## src/rtl/prs_pkg.sv

```systemverilog
package prs_pkg;
  localparam int GF_M = 10;
  // low part of x^10 + x^3 + 1 (includes the constant term)
  localparam logic [GF_M-1:0] GF_POLY = 10'h009;

  typedef enum logic [1:0] {
    DEG_LOW   = 2'd0,
    DEG_BAD   = 2'd1,
    DEG_TWO   = 2'd2,
    DEG_THREE = 2'd3
  } deg_code_e;

  // Polynomial-basis product, most significant multiplier bit first
  function automatic logic [GF_M-1:0] gf_mul(input logic [GF_M-1:0] a,
                                             input logic [GF_M-1:0] b);
    logic [GF_M-1:0] p;
    p = '0;
    for (int i = GF_M - 1; i >= 0; i--) begin
      p = {p[GF_M-2:0], 1'b0} ^ (p[GF_M-1] ? GF_POLY : '0);
      if (b[i]) p = p ^ a;
    end
    return p;
  endfunction

  // alpha^-1 for a modulus with a constant term: (poly - 1) / x
  function automatic logic [GF_M-1:0] gf_inv_alpha();
    return {1'b1, GF_POLY[GF_M-1:1]};
  endfunction

  // Consistency rule between claimed degree and root count
  function automatic logic deg_ok(input deg_code_e d, input logic [1:0] cnt);
    case (d)
      DEG_THREE: return cnt == 2'd3;
      DEG_TWO:   return cnt == 2'd2;
      DEG_LOW:   return cnt <= 2'd1;
      default:   return 1'b0;
    endcase
  endfunction
endpackage

```

## src/rtl/prs_sweep_ctrl.sv

```systemverilog
module prs_sweep_ctrl #(
  parameter int N = 1020
) (
  input  logic clk,
  input  logic rst_n,
  input  logic start,
  output logic load,
  output logic step,
  output logic done
);
  localparam int CW = $clog2(N);

  logic          busy;
  logic [CW-1:0] pos;
  logic          last_step;

  assign load      = start & ~busy;
  assign step      = busy;
  assign last_step = busy && (pos == CW'(N - 1));

  always_ff @(posedge clk or negedge rst_n) begin
    if (!rst_n) begin
      busy <= 1'b0;
      pos  <= '0;
      done <= 1'b0;
    end else begin
      done <= last_step;
      if (load) begin
        busy <= 1'b1;
        pos  <= '0;
      end else if (busy) begin
        if (last_step) busy <= 1'b0;
        else           pos  <= pos + 1'b1;
      end
    end
  end

  // independent run-length counter for the checks
  logic [CW:0] run_len;
  always_ff @(posedge clk or negedge rst_n) begin
    if (!rst_n)    run_len <= '0;
    else if (load) run_len <= '0;
    else if (step) run_len <= run_len + 1'b1;
  end


  done_pulse_chk: assert property (@(posedge clk) disable iff (!rst_n)
    done |=> !done);

  sweep_len_chk: assert property (@(posedge clk) disable iff (!rst_n)
    done |-> run_len == (CW+1)'(N));

  no_restart_chk: assert property (@(posedge clk) disable iff (!rst_n)
    (busy && start && !last_step) |=> (busy && pos == $past(pos) + 1'b1));
endmodule

```

## src/rtl/prs_lane.sv

```systemverilog
module prs_lane
  import prs_pkg::*;
(
  input  logic            clk,
  input  logic            rst_n,
  input  logic            load,
  input  logic            step,
  input  logic [GF_M-1:0] in_r,
  input  logic [GF_M-1:0] in_a,
  input  logic [GF_M-1:0] in_b,
  input  logic [GF_M-1:0] in_c,
  input  logic [1:0]      in_deg,
  output logic            violate
);
  localparam logic [GF_M-1:0] STEP_A = gf_inv_alpha();
  localparam logic [GF_M-1:0] STEP_B = gf_mul(STEP_A, STEP_A);
  localparam logic [GF_M-1:0] STEP_C = gf_mul(STEP_B, STEP_A);

  logic [GF_M-1:0] term_a, term_b, term_c, const_r;
  deg_code_e       deg_q;
  logic [1:0]      roots;
  logic            overflow;
  logic            hit;

  assign hit = step && (const_r == (term_a ^ term_b ^ term_c));

  always_ff @(posedge clk or negedge rst_n) begin
    if (!rst_n) begin
      term_a   <= '0;
      term_b   <= '0;
      term_c   <= '0;
      const_r  <= '0;
      deg_q    <= DEG_LOW;
      roots    <= '0;
      overflow <= 1'b0;
    end else if (load) begin
      term_a   <= in_a;
      term_b   <= in_b;
      term_c   <= in_c;
      const_r  <= in_r;
      deg_q    <= deg_code_e'(in_deg);
      roots    <= '0;
      overflow <= 1'b0;
    end else if (step) begin
      term_a <= gf_mul(term_a, STEP_A);
      term_b <= gf_mul(term_b, STEP_B);
      term_c <= gf_mul(term_c, STEP_C);
      if (hit) begin
        if (roots == 2'd3) overflow <= 1'b1;
        else               roots    <= roots + 1'b1;
      end
    end
  end

  assign violate = overflow | ~deg_ok(deg_q, roots);


  count_mono_chk: assert property (@(posedge clk) disable iff (!rst_n)
    (step && !load) |=> roots >= $past(roots));

  overflow_src_chk: assert property (@(posedge clk) disable iff (!rst_n)
    $rose(overflow) |-> ($past(roots) == 2'd3 && $past(hit)));

  overflow_bad_chk: assert property (@(posedge clk) disable iff (!rst_n)
    overflow |-> violate);
endmodule

```

## src/rtl/prs_pick.sv

```systemverilog
module prs_pick #(
  parameter int NC = 8,
  localparam int IW = $clog2(NC)
) (
  input  logic          clk,
  input  logic          rst_n,
  input  logic [NC-1:0] violate,
  output logic [IW-1:0] sel,
  output logic          fail
);
  always_comb begin
    sel  = '0;
    fail = 1'b1;
    for (int i = NC - 1; i >= 0; i--) begin
      if (!violate[i]) begin
        sel  = IW'(i);
        fail = 1'b0;
      end
    end
  end


  pick_valid_chk: assert property (@(posedge clk) disable iff (!rst_n)
    !fail |-> !violate[sel]);

  pick_first_chk: assert property (@(posedge clk) disable iff (!rst_n)
    !fail |-> $countones(violate & ((NC'(1) << sel) - NC'(1))) == int'(sel));

  fail_all_chk: assert property (@(posedge clk) disable iff (!rst_n)
    fail |-> (sel == '0 && &violate));
endmodule

```

## src/rtl/poly_root_selector.sv

```systemverilog
module poly_root_selector
  import prs_pkg::*;
#(
  parameter int N  = 1020,
  parameter int NC = 8,
  localparam int IW = $clog2(NC),
  localparam int CB = NC * GF_M
) (
  input  logic          clk,
  input  logic          rst_n,
  input  logic          start,
  input  logic [CB-1:0] cand_r,
  input  logic [CB-1:0] cand_a,
  input  logic [CB-1:0] cand_b,
  input  logic [CB-1:0] cand_c,
  input  logic [2*NC-1:0] cand_deg,
  output logic          done,
  output logic [IW-1:0] sel_idx,
  output logic          decode_fail
);
  logic          load_ev;
  logic          step_ev;
  logic [NC-1:0] violate_vec;

  prs_sweep_ctrl #(.N(N)) u_ctrl (
    .clk   (clk),
    .rst_n (rst_n),
    .start (start),
    .load  (load_ev),
    .step  (step_ev),
    .done  (done)
  );

  for (genvar g = 0; g < NC; g++) begin : g_lane
    prs_lane u_lane (
      .clk     (clk),
      .rst_n   (rst_n),
      .load    (load_ev),
      .step    (step_ev),
      .in_r    (cand_r[g*GF_M +: GF_M]),
      .in_a    (cand_a[g*GF_M +: GF_M]),
      .in_b    (cand_b[g*GF_M +: GF_M]),
      .in_c    (cand_c[g*GF_M +: GF_M]),
      .in_deg  (cand_deg[g*2 +: 2]),
      .violate (violate_vec[g])
    );
  end

  prs_pick #(.NC(NC)) u_pick (
    .clk     (clk),
    .rst_n   (rst_n),
    .violate (violate_vec),
    .sel     (sel_idx),
    .fail    (decode_fail)
  );


  hold_result_chk: assert property (@(posedge clk) disable iff (!rst_n)
    (!step_ev && !load_ev && !$past(step_ev)) |=> $stable(sel_idx) && $stable(decode_fail));
endmodule

```

## config.mk

```make
export PLATFORM = sky130hd
export DESIGN_NAME = poly_root_selector
export DESIGN_NICKNAME = d
export VERILOG_FILES = /design/src/rtl/prs_pkg.sv /design/src/rtl/prs_sweep_ctrl.sv /design/src/rtl/prs_lane.sv /design/src/rtl/prs_pick.sv /design/src/rtl/poly_root_selector.sv
export SDC_FILE = /design/constraint.sdc
export NUM_CORES = 1
export LEC_CHECK = 0
export ABC_AREA = 1
export ABC_CLOCK_PERIOD_IN_PS = 8100
export BUFFER_PORTS_ARGS = -buffer_cell sky130_fd_sc_hd__buf_2
export CAP_MARGIN = 20
export CELL_PAD_IN_SITES_DETAIL_PLACEMENT = 2
export CELL_PAD_IN_SITES_GLOBAL_PLACEMENT = 2
export CORE_ASPECT_RATIO = 2
export CORE_MARGIN = 3
export CORE_UTILIZATION = 36
export CTS_BUF_LIST = sky130_fd_sc_hd__clkbuf_4
export CTS_CLUSTER_SIZE = 40
export DETAILED_ROUTE_END_ITERATION = 16
export MAX_ROUTING_LAYER = met4
export PLACE_DENSITY_LB_ADDON = 0.1
export SLEW_MARGIN = 30
export SYNTH_ARGS = -nofsm -noshare
export SYNTH_HDL_FRONTEND = slang
export SYNTH_HIERARCHICAL = 1
export SYNTH_SLANG_ARGS = --single-unit
```

## constraint.sdc

```tcl
create_clock -name clk -period 8.1 [get_ports clk]
set_clock_uncertainty 0.1 [all_clocks]
set_input_delay 1.62 -clock clk [delete_from_list [all_inputs] [get_ports clk]]
set_output_delay 1.62 -clock clk [all_outputs]
set_load 0.01 [all_outputs]
```

# After elaboration in Yosys (flattened, before gate mapping)
# Cells that the tools add are included.
# Widths: inputs -> output; s select.
classes:
  mux: 414
  n_reduce_logical: 51
  bitwise: 250
  n_lt_le_gt_ge: 8
  n_eq_ne: 50
  addsub: 9
op_table:
  columns: ["op", "n"]
  rows:
  - ["$xor 10x10->10", 232]
  - ["$mux 10", 131]
  - ["$mux 4", 192]
  - ["$eq 10x10->1", 8]
  - ["$eq 2x2->1 const B", 32]
  - ["$mux 2", 32]
  - ["$reduce_and 3->1", 16]
  - ["$mux 1", 43]
  - ["$reduce_bool 2->1", 17]
  - ["$mux 3", 8]
  - ["$pmux 1 s3", 8]
  - ["$add 2x1->2 const B", 8]
  - ["$le 2x1->1 const B", 8]
  - ["$logic_not 2->1", 8]
  - ["$ne 2x2->1 const B", 7]
  - ["$add 10x1->10 const B", 1]
  - ["$eq 10x10->1 const B", 1]
  - ["$logic_and 1x1->1", 9]
  - ["$not 1->1", 9]
  - ["$or 1x1->1", 8]
  - ["$ne 2x1->1 const B", 2]
  - ["$reduce_and 2->1", 1]
  - ["$and 1x1->1", 1]
totals:
  ff_bits: 372
  input_bits: 339
  out_inout_bits: 5

# Logic depth before layout (Yosys ltp)
# Gate-level depths: netlist of run 1.
logic_depth:
  word_depth: 26
  mapped_depth: 14

# Modules after synthesis
# The synthesis of run 1 kept the hierarchy.
modules_own_cells:
  columns: ["mod", "seq_area_each_um2", "area_each_um2", "instances", "cells_per_inst"]
  rows:
  - ["prs_lane at g_lane[1].u_lane ...", 1126.1, 2602.5, 7, 346]
  - ["prs_lane at g_lane[0].u_lane", 1126.1, 2595.0, 1, 349]
  - ["prs_sweep_ctrl", 300.3, 676.9, 1, 91]
  - ["prs_pick", 0.0, 77.6, 1, 17]

# Worst setup path before layout of run 1
# Ideal clock, no wire load.
synth_timing:
  kind: "reg2out"
  start: "register g_lane[6].u_lane.roots[0]"
  end: "output sel_idx[0]"
  setup_slack_ns: 4.824
  arrival_time_ns: 1.556
  stages_incl_launch_ff: 10
  t_required_ns: 6.380
  n_path_buf: 0
  path_cell_list: "dfrtp_1 > inv_1 > ha_1 > o311ai_0 > nand2_1 > nand2_1 > nand2_1 > nand2_1 > nand2_1 > a21oi_2"
synth_between:
  elab_chain_len: 11
  elab_cells_between_ends: 13
synth_rtl:
  columns: ["element", "line", "rtl"]
  rows:
  - ["start: declaration", "prs_lane.sv:21", "logic [1:0] roots;"]
  - ["start signal: assignment", "prs_lane.sv:50", "else roots <= roots + 1'b1;"]
  - ["$le 2x1->1, or another cell as far along", "prs_pkg.sv:35", "DEG_LOW: return cnt <= 2'd1;"]
  - ["$pmux 1 s3 (*)", "prs_pkg.sv:32", "case (d)"]
  - ["$not 1->1 (*)", "prs_lane.sv:55", "assign violate = overflow | ~deg_ok(deg_q, roots);"]
  - ["$or 1x1->1 (*)", "prs_lane.sv:55", null]
  - ["named net violate_vec[6]", "poly_root_selector.sv:23", "logic [NC-1:0] violate_vec;"]
  - ["$mux 3 (*) (7 in a row)", "prs_pick.sv:15", "if (!violate[i]) begin"]
  - ["end: declaration", "poly_root_selector.sv:18", "output logic [IW-1:0] sel_idx,"]
# Mark *: on every way through the listed nets, which the timed path passes. The rest lies on a longest branch.

# Final worst setup path of run 1
layout_timing:
  start: "register g_lane[5].u_lane.roots[0]"
  end: "output sel_idx[2]"
layout_between:
  elab_chain_len: 10
  elab_cells_between_ends: 12
layout_rtl:
  columns: ["element", "line"]
  rows:
  - ["start: declaration", "prs_lane.sv:21"]
  - ["start signal: assignment", "prs_lane.sv:50"]
  - ["$le 2x1->1, or another cell as far along", "prs_pkg.sv:35"]
  - ["$pmux 1 s3 (*)", "prs_pkg.sv:32"]
  - ["$not 1->1 (*)", "prs_lane.sv:55"]
  - ["$or 1x1->1 (*)", "prs_lane.sv:55"]
  - ["named net violate_vec[5]", "poly_root_selector.sv:23"]
  - ["$mux 3 (*) (6 in a row)", "prs_pick.sv:15"]
# Marks and branches as above.

==> results of run 1 <==
## sequential cells by signal (all words and copies together) (netlist names)
register,cells
u_ctrl/done,1
g_lane.u_lane/term_b,80
g_lane.u_lane/deg_q,16
u_ctrl/step,1
g_lane.u_lane/term_a,80
g_lane.u_lane/overflow,8
u_ctrl/pos,10
g_lane.u_lane/const_r,80
g_lane.u_lane/term_c,80
g_lane.u_lane/roots,16
## Yosys cell counts (all sizes together), types with 8 or more instances
cell type and count:
o21ai 139, xnor2 105, xor2 51, nand3 165
o211ai 18, nand2 1090, nor2 143, o221ai 159
dfrtp 372, buf 12, clkbuf 70, o311ai 8
a21oi 17, ha 25, nand3b 8, inv 399
a22oi 63, nand4 25
## tightest hold or removal path: cells and delay by family (launching register included)
kind	cells	cell delay [ns]
DFF	1	0.36
and+or+nand+nor	2	0.11
## cell type report
class | count | share of cell area [%]
inverters | 406 | 6.05
multi-input cells | 2019 | 41.1
flip-flops and latches | 372 | 36.8
clock buffers | 126 | 3.74
clock inverters | 31 | 0.826
diodes | 23 | 0.227
repair buffers | 354 | 7.43
well taps | 768 | 3.80
## routing by layer
layer | GRT usage [%] | up-vias | routed length, µm
met4 | 14.4 | 0 | 4470
met2 | 51.8 | 531 | 47700
li1 | - | 10117 | -
met1 | 27.1 | 10669 | 30300
met3 | 5.79 | 215 | 4130
met5 | - | - | 0
## power by group through the flow
| stage | clock network, mW | registers, mW | logic (mW) |
|---|---|---|---|
| after floorplan | 0 | 3.40 | 3.40 |
| after global placement | 0 | 3.71 | 4.48 |
| after detailed placement | 0 | 3.78 | 4.87 |
| after CTS | 1.74 | 3.76 | 4.91 |
| after global routing | 1.82 | 3.88 | 5.54 |
| final | 1.66 | 3.76 | 4.85 |
## through the flow
stage,instances,util [%],hold slack (ns)
global route,4099,42.8,0.431
finish,4099,42.8,0.403
floorplan,2879,-,0.362
CTS,4075,42.6,0.408
detailed placement,3918,40.7,0.389
global placement,3918,40.7,0.378
## worst min path at each step
stage,startpoint,end,slack [ns]
2_1_floorplan,g_lane[1].u_lane/const_r[8],g_lane[1].u_lane/const_r[8],0.36
3_3_place_gp,g_lane[2].u_lane/const_r[8],g_lane[2].u_lane/const_r[8],0.38
3_5_place_dp,g_lane[2].u_lane/const_r[8],g_lane[2].u_lane/const_r[8],0.39
4_1_cts,g_lane[2].u_lane/const_r[8],g_lane[2].u_lane/const_r[8],0.41
5_1_grt,g_lane[2].u_lane/const_r[8],g_lane[2].u_lane/const_r[8],0.43
6_report,g_lane[2].u_lane/const_r[8],g_lane[2].u_lane/const_r[8],0.40
## cells by family after synthesis
group                      count (synthesis)  share of synthesized area, %
buffers and inverters                    488                          8.59
and+or+nand+nor                         1431                          27.1
DFF                                      372                          43.2
adders and majority gates                 25                          1.45
AOI/OAI and AO/OA                        407                          13.4
xor gates and xnor gates                 156                          6.34
==> flow_summary.html, run 1 <==
<table>
<tr><th>Metric</th><th>Value</th></tr>
<tr><th colspan="2">Outcome</th></tr>
<tr><td>Status</td><td>finished clean</td></tr>
<tr><th colspan="2">Timing</th></tr>
<tr><td>RSZ-0062 raised after global routing</td><td>false</td></tr>
<tr><td>Accumulated negative setup slack</td><td>0 ns</td></tr>
<tr><td>Worst Slack Setup Final</td><td>3.38 ns</td></tr>
<tr><td>Share of the clock period used by the worst path after layout</td><td>about three fifths</td></tr>
<tr><td>Total setup violations reported at the end of the flow</td><td>0</td></tr>
<tr><td>Final critical-path required period</td><td>4.72 ns</td></tr>
<tr><td>Max-slew violations</td><td>0</td></tr>
<tr><td>Maximum clock frequency</td><td>~0.21 GHz</td></tr>
<tr><td>Hold violation count in the final report</td><td>0</td></tr>
<tr><td>Measured slew at the worst slew-check pin</td><td>0.816 ns</td></tr>
<tr><td>Max-Slew Margin vs Limit</td><td>around 45%</td></tr>
<tr><th colspan="2">Final layout</th></tr>
<tr><td>Layout cells sized above 1</td><td>roughly a fifth</td></tr>
<tr><td>Filler cells</td><td>7091</td></tr>
<tr><td>Number of nets in the layout</td><td>roughly 3600</td></tr>
<tr><td>Most frequent standard cell in the layout excluding fill and tap cells</td><td>nand2_1</td></tr>
<tr><td>Layout overhead on the synthesized area</td><td>17.3%</td></tr>
<tr><td>Post-route cell area</td><td>25300 µm²</td></tr>
<tr><td>Area occupied by registers</td><td>9310 µm²</td></tr>
<tr><td>Leading cell types in the layout, fill and taps excluded</td><td>1061 x nand2_1, 371 x dfrtp_1, 342 x buf_2</td></tr>
<tr><td>Area of combinational cells with multiple inputs</td><td>10400 µm²</td></tr>
<tr><th colspan="2">Clocking</th></tr>
<tr><td>Clock latency on the worst-skew pair</td><td>0.88 ns</td></tr>
<tr><td>Number of levels in the clock H-tree</td><td>3</td></tr>
<tr><td>CTS Buf Count</td><td>96</td></tr>
<tr><td>Hold Buf Count CTS</td><td>0</td></tr>
<tr><td>CTS root buf</td><td>clkbuf_4</td></tr>
<tr><td>Buffers from clock root to sink, at most</td><td>3</td></tr>
<tr><td>Number of buffers inserted by post-CTS setup repair</td><td>0</td></tr>
<tr><td>Number of gates resized after CTS</td><td>0</td></tr>
<tr><td>Clock transition at the register clock pins on the worst setup and hold paths after CTS</td><td>0.07 ns</td></tr>
<tr><td>CTS tree</td><td>built</td></tr>
<tr><td>Number of sinks on the clock net</td><td>372</td></tr>
<tr><th colspan="2">Critical path</th></tr>
<tr><td>CP dominant cell by count</td><td>inv_1</td></tr>
<tr><td>Critical path capture point type</td><td>primary output</td></tr>
<tr><td>Class of the most critical setup path</td><td>register to primary output</td></tr>
<tr><td>Crit-path slowest cell</td><td>o311ai_0</td></tr>
<tr><td>Longest individual stage delay on the worst path</td><td>0.72 ns</td></tr>
<tr><td>End of the critical path</td><td>sel_idx[2]</td></tr>
<tr><td>WP data required</td><td>between 6 and 7 ns</td></tr>
<tr><td>Maximum fanout count along the critical path</td><td>3</td></tr>
<tr><td>Worst path arrival time</td><td>3.00 ns</td></tr>
<tr><td>Total number of cells along the worst setup path</td><td>7</td></tr>
<tr><td>Worst R2R Path Depth</td><td>8</td></tr>
<tr><td>Timing startpoint of the critical path</td><td>g_lane[5].u_lane/roots[0]</td></tr>
<tr><td>Capture instance of the worst register-to-register path</td><td>g_lane[3].u_lane/term_c[2]</td></tr>
<tr><td>Count of buffering cells on the critical path with inverters included</td><td>3</td></tr>
<tr><td>R2r setup slk</td><td>4.40 ns</td></tr>
<tr><td>Launching point of the worst reg2reg path</td><td>u_ctrl/step</td></tr>
<tr><td>Series of cell instances along the critical path</td><td>inv_1, ha_1, o311ai_0, nand4_1, inv_1, nor2_1, buf_2</td></tr>
<tr><td>Kind of cell adding the most delay to the critical path</td><td>compound AO/OA/AOI/OAI gates</td></tr>
<tr><td>Kind of start point of the critical path</td><td>register</td></tr>
<tr><th colspan="2">Die</th></tr>
<tr><td>Number of primary I/O pins</td><td>344</td></tr>
<tr><td>Vertical die dimension</td><td>352 µm</td></tr>
<tr><td>Width of the chip</td><td>179 µm</td></tr>
<tr><td>Starting utilization of the core area</td><td>36.5%</td></tr>
<tr><td>Count of standard-cell rows</td><td>126</td></tr>
<tr><td>Die area</td><td>approximately 63000 µm²</td></tr>
<tr><td>Floorplan Core Area</td><td>59100 µm²</td></tr>
<tr><th colspan="2">Hold path</th></tr>
<tr><td>Kind of path behind the tightest hold check</td><td>register to register</td></tr>
<tr><td>Cell depth of the worst min-delay path</td><td>2</td></tr>
<tr><th colspan="2">Detailed routing</th></tr>
<tr><td>DRC</td><td>0</td></tr>
<tr><td>Pre-antenna DRT Iters</td><td>5</td></tr>
<tr><td>Iter 0 DRT Violations</td><td>767</td></tr>
<tr><td>Overall via count from detail_route</td><td>21532</td></tr>
<tr><td>Average wire per cell in the routed design</td><td>21.1 µm</td></tr>
<tr><td>Number of vias per cell</td><td>5.25</td></tr>
<tr><td>Routed WL</td><td>86600 µm</td></tr>
<tr><td>ANT nets after route</td><td>0</td></tr>
<tr><th colspan="2">Logic synthesis</th></tr>
<tr><td>EDFF count, synth</td><td>0</td></tr>
<tr><td>Synthesized area per cell</td><td>~7.5 µm²</td></tr>
<tr><td>Gate count after technology mapping</td><td>2879</td></tr>
<tr><td>Synthesized net count</td><td>3243</td></tr>
<tr><td>Cells taking the most area after synthesis</td><td>dfrtp_1 43%, nand2_1 18%, o221ai_1 6.5%</td></tr>
<tr><td>Synth cell types</td><td>30</td></tr>
<tr><td>Sequential-to-total area share from yosys stat</td><td>43.2%</td></tr>
<tr><td>Ys Warns</td><td>6</td></tr>
<tr><td>Total of flip-flops plus latches after synthesis</td><td>372</td></tr>
<tr><td>Share of the synthesized area in the top cell type</td><td>a little over two fifths</td></tr>
<tr><td>Share of async-settable or async-resettable flops after synthesis</td><td>100%</td></tr>
<tr><td>Primary FF master, synth</td><td>dfrtp_1</td></tr>
<tr><td>Netlist area before placement</td><td>between 20000 and 25000 µm²</td></tr>
<tr><td>Leading area contributor after synthesis</td><td>dfrtp_1</td></tr>
<tr><th colspan="2">Power and ir drop</th></tr>
<tr><td>Net load switching power</td><td>roughly 5 mW</td></tr>
<tr><td>Relative contribution of the clock network to total power</td><td>16.2%</td></tr>
<tr><td>Combinational share of power</td><td>between 40% and 50%</td></tr>
<tr><td>Leakage Power</td><td>12.8 nW</td></tr>
<tr><td>Cell Pwr Density</td><td>406 nW/µm²</td></tr>
<tr><td>Peak supply drop</td><td>0.155 mV</td></tr>
<tr><td>Total power after layout</td><td>between 10 and 15 mW</td></tr>
<tr><td>Internal Pwr Total</td><td>5.29 mW</td></tr>
<tr><td>Net Sw Frac</td><td>a little under 50%</td></tr>
<tr><td>Part of the power in registers</td><td>36.6%</td></tr>
<tr><th colspan="2">Place</th></tr>
<tr><td>Worst slack, placed</td><td>~3.7 ns</td></tr>
<tr><td>Port Buffer Count</td><td>343</td></tr>
<tr><td>Detailed placement HPWL</td><td>between 60000 and 70000 µm</td></tr>
<tr><td>Area after detailed placement</td><td>24100 µm²</td></tr>
<tr><td>Weighted congestion reported at the end of routability-driven placement</td><td>0.884</td></tr>
<tr><th colspan="2">Global routing</th></tr>
<tr><td>Number of antenna violations at the first check in global routing</td><td>23</td></tr>
<tr><td>Maximum number of pins on one net before global-route repair</td><td>162</td></tr>
<tr><td>Overflow after GRT</td><td>0</td></tr>
<tr><td>Number of global-route vias before repair</td><td>25009</td></tr>
<tr><td>First-pass GRT wire length</td><td>about 130000 µm</td></tr>
<tr><td>All-Layer GR Usage</td><td>28.1%</td></tr>
<tr><th colspan="2">Flow run</th></tr>
<tr><td>Max Cap Violations</td><td>0</td></tr>
</table>
No activity file was read; power rests on OpenSTA's default activity.
==> inputs of run 2 (changes only) <==
- ABC_CLOCK_PERIOD_IN_PS: 8100 -> 4180
- CORE_UTILIZATION: 36 -> 30
- clock period: 8.1 -> 4.18 ns (I/O delays scaled with it)
==> run 2 against run 1 <==
Final cell count rose by 12%. Combinational power is 100% higher. Global-route usage fell by 1.9 points. Utilization shrank 2.0 points. Register-to-register slack got worse by 3.1 ns. Non-clock buffer count rose by 347. Critical path type unchanged. Critical endpoint is now decode_fail.
==> flow_summary.html, run 2 (synthesis gave the netlist of run 1 again) <==
<table>
<tr><th>Metric</th><th>Value</th></tr>
<tr><th colspan="2">Global routing</th></tr>
<tr><td>Grt met3 use</td><td>4.13%</td></tr>
<tr><td>Maximum number of pins on one net before global-route repair</td><td>91</td></tr>
<tr><td>GR peak layer</td><td>met2</td></tr>
<tr><td>All-Layer GR Usage</td><td>26.3%</td></tr>
<tr><td>Number of antenna violations at the first check in global routing</td><td>14</td></tr>
<tr><td>Met2 track demand over resource</td><td>51.0%</td></tr>
<tr><td>Number of global-route vias before repair</td><td>27089</td></tr>
<tr><td>Overflow after GRT</td><td>0</td></tr>
<tr><td>First-pass GRT wire length</td><td>151000 µm</td></tr>
<tr><td>Global-route met1 utilization</td><td>between 20% and 30%</td></tr>
<tr><th colspan="2">Detailed routing</th></tr>
<tr><td>Number of vias per cell</td><td>between 5 and 6</td></tr>
<tr><td>Average wire per cell in the routed design</td><td>21.1 µm</td></tr>
<tr><td>Pre-antenna DRT Iters</td><td>5</td></tr>
<tr><td>Routed WL</td><td>97100 µm</td></tr>
<tr><td>ANT nets after route</td><td>0</td></tr>
<tr><td>Overall via count from detail_route</td><td>between 20000 and 25000</td></tr>
<tr><td>DRC</td><td>0</td></tr>
<tr><td>Iter 0 DRT Violations</td><td>785</td></tr>
<tr><th colspan="2">Clocking</th></tr>
<tr><td>Number of levels in the clock H-tree</td><td>3</td></tr>
<tr><td>Number of sinks on the clock net</td><td>around 370</td></tr>
<tr><td>CTS Buf Count</td><td>100</td></tr>
<tr><td>Number of gates resized after CTS</td><td>0</td></tr>
<tr><td>CTS tree</td><td>built</td></tr>
<tr><td>Clock transition at the register clock pins on the worst setup and hold paths after CTS</td><td>roughly 0.070 ns</td></tr>
<tr><td>Buffers from clock root to sink, at most</td><td>3</td></tr>
<tr><td>Clock latency on the worst-skew pair</td><td>between 0.9 and 1 ns</td></tr>
<tr><td>CTS root buf</td><td>clkbuf_4</td></tr>
<tr><th colspan="2">Die</th></tr>
<tr><td>Floorplan Core Area</td><td>71000 µm²</td></tr>
<tr><td>Number of primary I/O pins</td><td>344</td></tr>
<tr><td>Width of the chip</td><td>196 µm</td></tr>
<tr><td>Die area</td><td>75300 µm²</td></tr>
<tr><td>Count of standard-cell rows</td><td>138</td></tr>
<tr><td>Starting utilization of the core area</td><td>30.4%</td></tr>
<tr><td>Vertical die dimension</td><td>385 µm</td></tr>
<tr><th colspan="2">Critical path</th></tr>
<tr><td>Kind of start point of the critical path</td><td>register</td></tr>
<tr><td>Class of the most critical setup path</td><td>register to primary output</td></tr>
<tr><td>Worst path arrival time</td><td>2.83 ns</td></tr>
<tr><td>WP data required</td><td>3.24 ns</td></tr>
<tr><td>Series of cell instances along the critical path</td><td>inv_1, ha_1, o311ai_1, nand4_1, nor2_1, buf_2</td></tr>
<tr><td>Longest individual stage delay on the worst path</td><td>roughly 0.63 ns</td></tr>
<tr><td>Critical path capture point type</td><td>primary output</td></tr>
<tr><td>Maximum fanout count along the critical path</td><td>3</td></tr>
<tr><td>Crit-path slowest cell</td><td>o311ai_1</td></tr>
<tr><th colspan="2">Final layout</th></tr>
<tr><td>Number of nets in the layout</td><td>3964</td></tr>
<tr><td>Layout overhead on the synthesized area</td><td>34.2%</td></tr>
<tr><td>Post-route cell area</td><td>28900 µm²</td></tr>
<tr><td>Most frequent standard cell in the layout excluding fill and tap cells</td><td>nand2_1</td></tr>
<tr><td>Final core utilization</td><td>about two fifths</td></tr>
<tr><td>Leading cell types in the layout, fill and taps excluded</td><td>1061 x nand2_1, 371 x dfrtp_1, 342 x buf_2</td></tr>
<tr><td>Filler cells</td><td>8169</td></tr>
<tr><td>Layout cells sized above 1</td><td>17.8%</td></tr>
<tr><th colspan="2">Place</th></tr>
<tr><td>Weighted congestion reported at the end of routability-driven placement</td><td>~0.84</td></tr>
<tr><td>Detailed placement HPWL</td><td>70300 µm</td></tr>
<tr><td>Port Buffer Count</td><td>343</td></tr>
<tr><td>Worst slack, placed</td><td>0.907 ns</td></tr>
<tr><td>Area after detailed placement</td><td>between 20000 and 25000 µm²</td></tr>
<tr><th colspan="2">Power and ir drop</th></tr>
<tr><td>Peak supply drop</td><td>0.266 mV</td></tr>
<tr><td>Leakage Power</td><td>14.3 nW</td></tr>
<tr><td>Total power after layout</td><td>20.3 mW</td></tr>
<tr><td>Cell Pwr Density</td><td>about 700 nW/µm²</td></tr>
<tr><th colspan="2">Timing</th></tr>
<tr><td>Worst Slack Setup Final</td><td>~0.4 ns</td></tr>
<tr><td>Max-Slew Margin vs Limit</td><td>49.0%</td></tr>
<tr><td>Share of the clock period used by the worst path after layout</td><td>about 90%</td></tr>
<tr><td>Total setup violations reported at the end of the flow</td><td>0</td></tr>
<tr><td>RSZ-0062 raised after global routing</td><td>false</td></tr>
<tr><td>Hold violation count in the final report</td><td>0</td></tr>
<tr><td>Maximum clock frequency</td><td>between 0.2 and 0.3 GHz</td></tr>
<tr><td>Final critical-path required period</td><td>around 3.8 ns</td></tr>
<tr><td>Measured slew at the worst slew-check pin</td><td>~0.77 ns</td></tr>
<tr><td>Accumulated negative setup slack</td><td>0 ns</td></tr>
<tr><td>Max-slew violations</td><td>0</td></tr>
<tr><th colspan="2">Hold path</th></tr>
<tr><td>Kind of path behind the tightest hold check</td><td>input port to register</td></tr>
<tr><th colspan="2">Outcome</th></tr>
<tr><td>Status</td><td>finished clean</td></tr>
<tr><th colspan="2">Flow run</th></tr>
<tr><td>Max Cap Violations</td><td>0</td></tr>
</table>
==> run 2: cell count changes in the layout (fill, tap and decap cells not counted), moves of 2 or more <==
cell           before  now
buf_12              4    8
buf_4               6   22
clkbuf_4          126  133
clkinv_1           25   31
clkinv_2            8    4
diode_2            23   15
dlygate4sd3_1       0  328
inv_2              81   83
==> run 2: stage by stage <==
stage / hold WS (ns) / instances
floorplan: 0.362 / 2879
global placement: 0.384 / 4080
detailed placement: 0.388 / 4080
CTS: 0.000316 / 4574
global route: 0.0424 / 4589
finish: 0.113 / 4589
==> run 2: path summary, 6_finish.rpt <==
| path | endpoint | depth (start not counted) | startpoint | slack [ns] |
|---|---|---|---|---|
| min | g_lane[0].u_lane/term_c[5] | 3 | cand_c[5] | 0.11 |
| max | decode_fail | 6 | g_lane[2].u_lane/roots[0] | 0.41 |
| min reg2reg | g_lane[6].u_lane/const_r[8] | 2 | g_lane[6].u_lane/const_r[8] | 0.40 |
| min in group asynchronous | g_lane[6].u_lane/term_a[9] | 2 | rst_n | 0.38 |
| max reg2reg | g_lane[1].u_lane/term_a[6] | 7 | u_ctrl/step | 1.30 |
| max in group asynchronous | g_lane[5].u_lane/term_c[6] | 3 | rst_n | 2.50 |
==> run 2: layout make-up <==
cell class | instances | area, µm² | area share (%)
diodes | 15 | 37.5 | 0.130
clock buffers | 133 | 998 | 3.45
clock inverters | 33 | 181 | 0.627
inverters | 406 | 1530 | 5.29
multi-input cells | 2019 | 10400 | 36.0
flip-flops and latches | 372 | 9310 | 32.2
well taps | 910 | 1140 | 3.93
repair buffers | 701 | 5340 | 18.4
==> run 2: timing repair <==
action | in CTS | in global routing
setup buffers | 0 | 0
endpoints found under the hold margin | 393 | 0
hold buffers | 328 | 0
==> run 2: critical path: cells and delay by family, from the launching register on <==
| kind | cells | cell delay, ns |
|---|---|---|
| buffers and inverters | 2 | 0.24 |
| DFF | 1 | 0.38 |
| and+or+nand+nor | 2 | 0.45 |
| AOI/OAI and AO/OA | 1 | 0.63 |
| adders and majority gates | 1 | 0.21 |
==> run 2: power by group <==
part | switching (mW) | internal (mW) | leakage [nW]
sequential | 2.10 | 5.21 | 4.61
combinational | 6.01 | 3.71 | 9.01
clock | 1.73 | 1.59 | 0.706
total | 9.84 | 10.5 | 14.3
==> run 2: per-layer routing <==
| metal | wire length (µm) | share of wire, % |
|---|---|---|
| met1 | 35700 | 37 |
| met2 | 54500 | 56 |
| met3 | 3530 | 3.6 |
| met4 | 3280 | 3.4 |
| met5 | 0 | 0 |
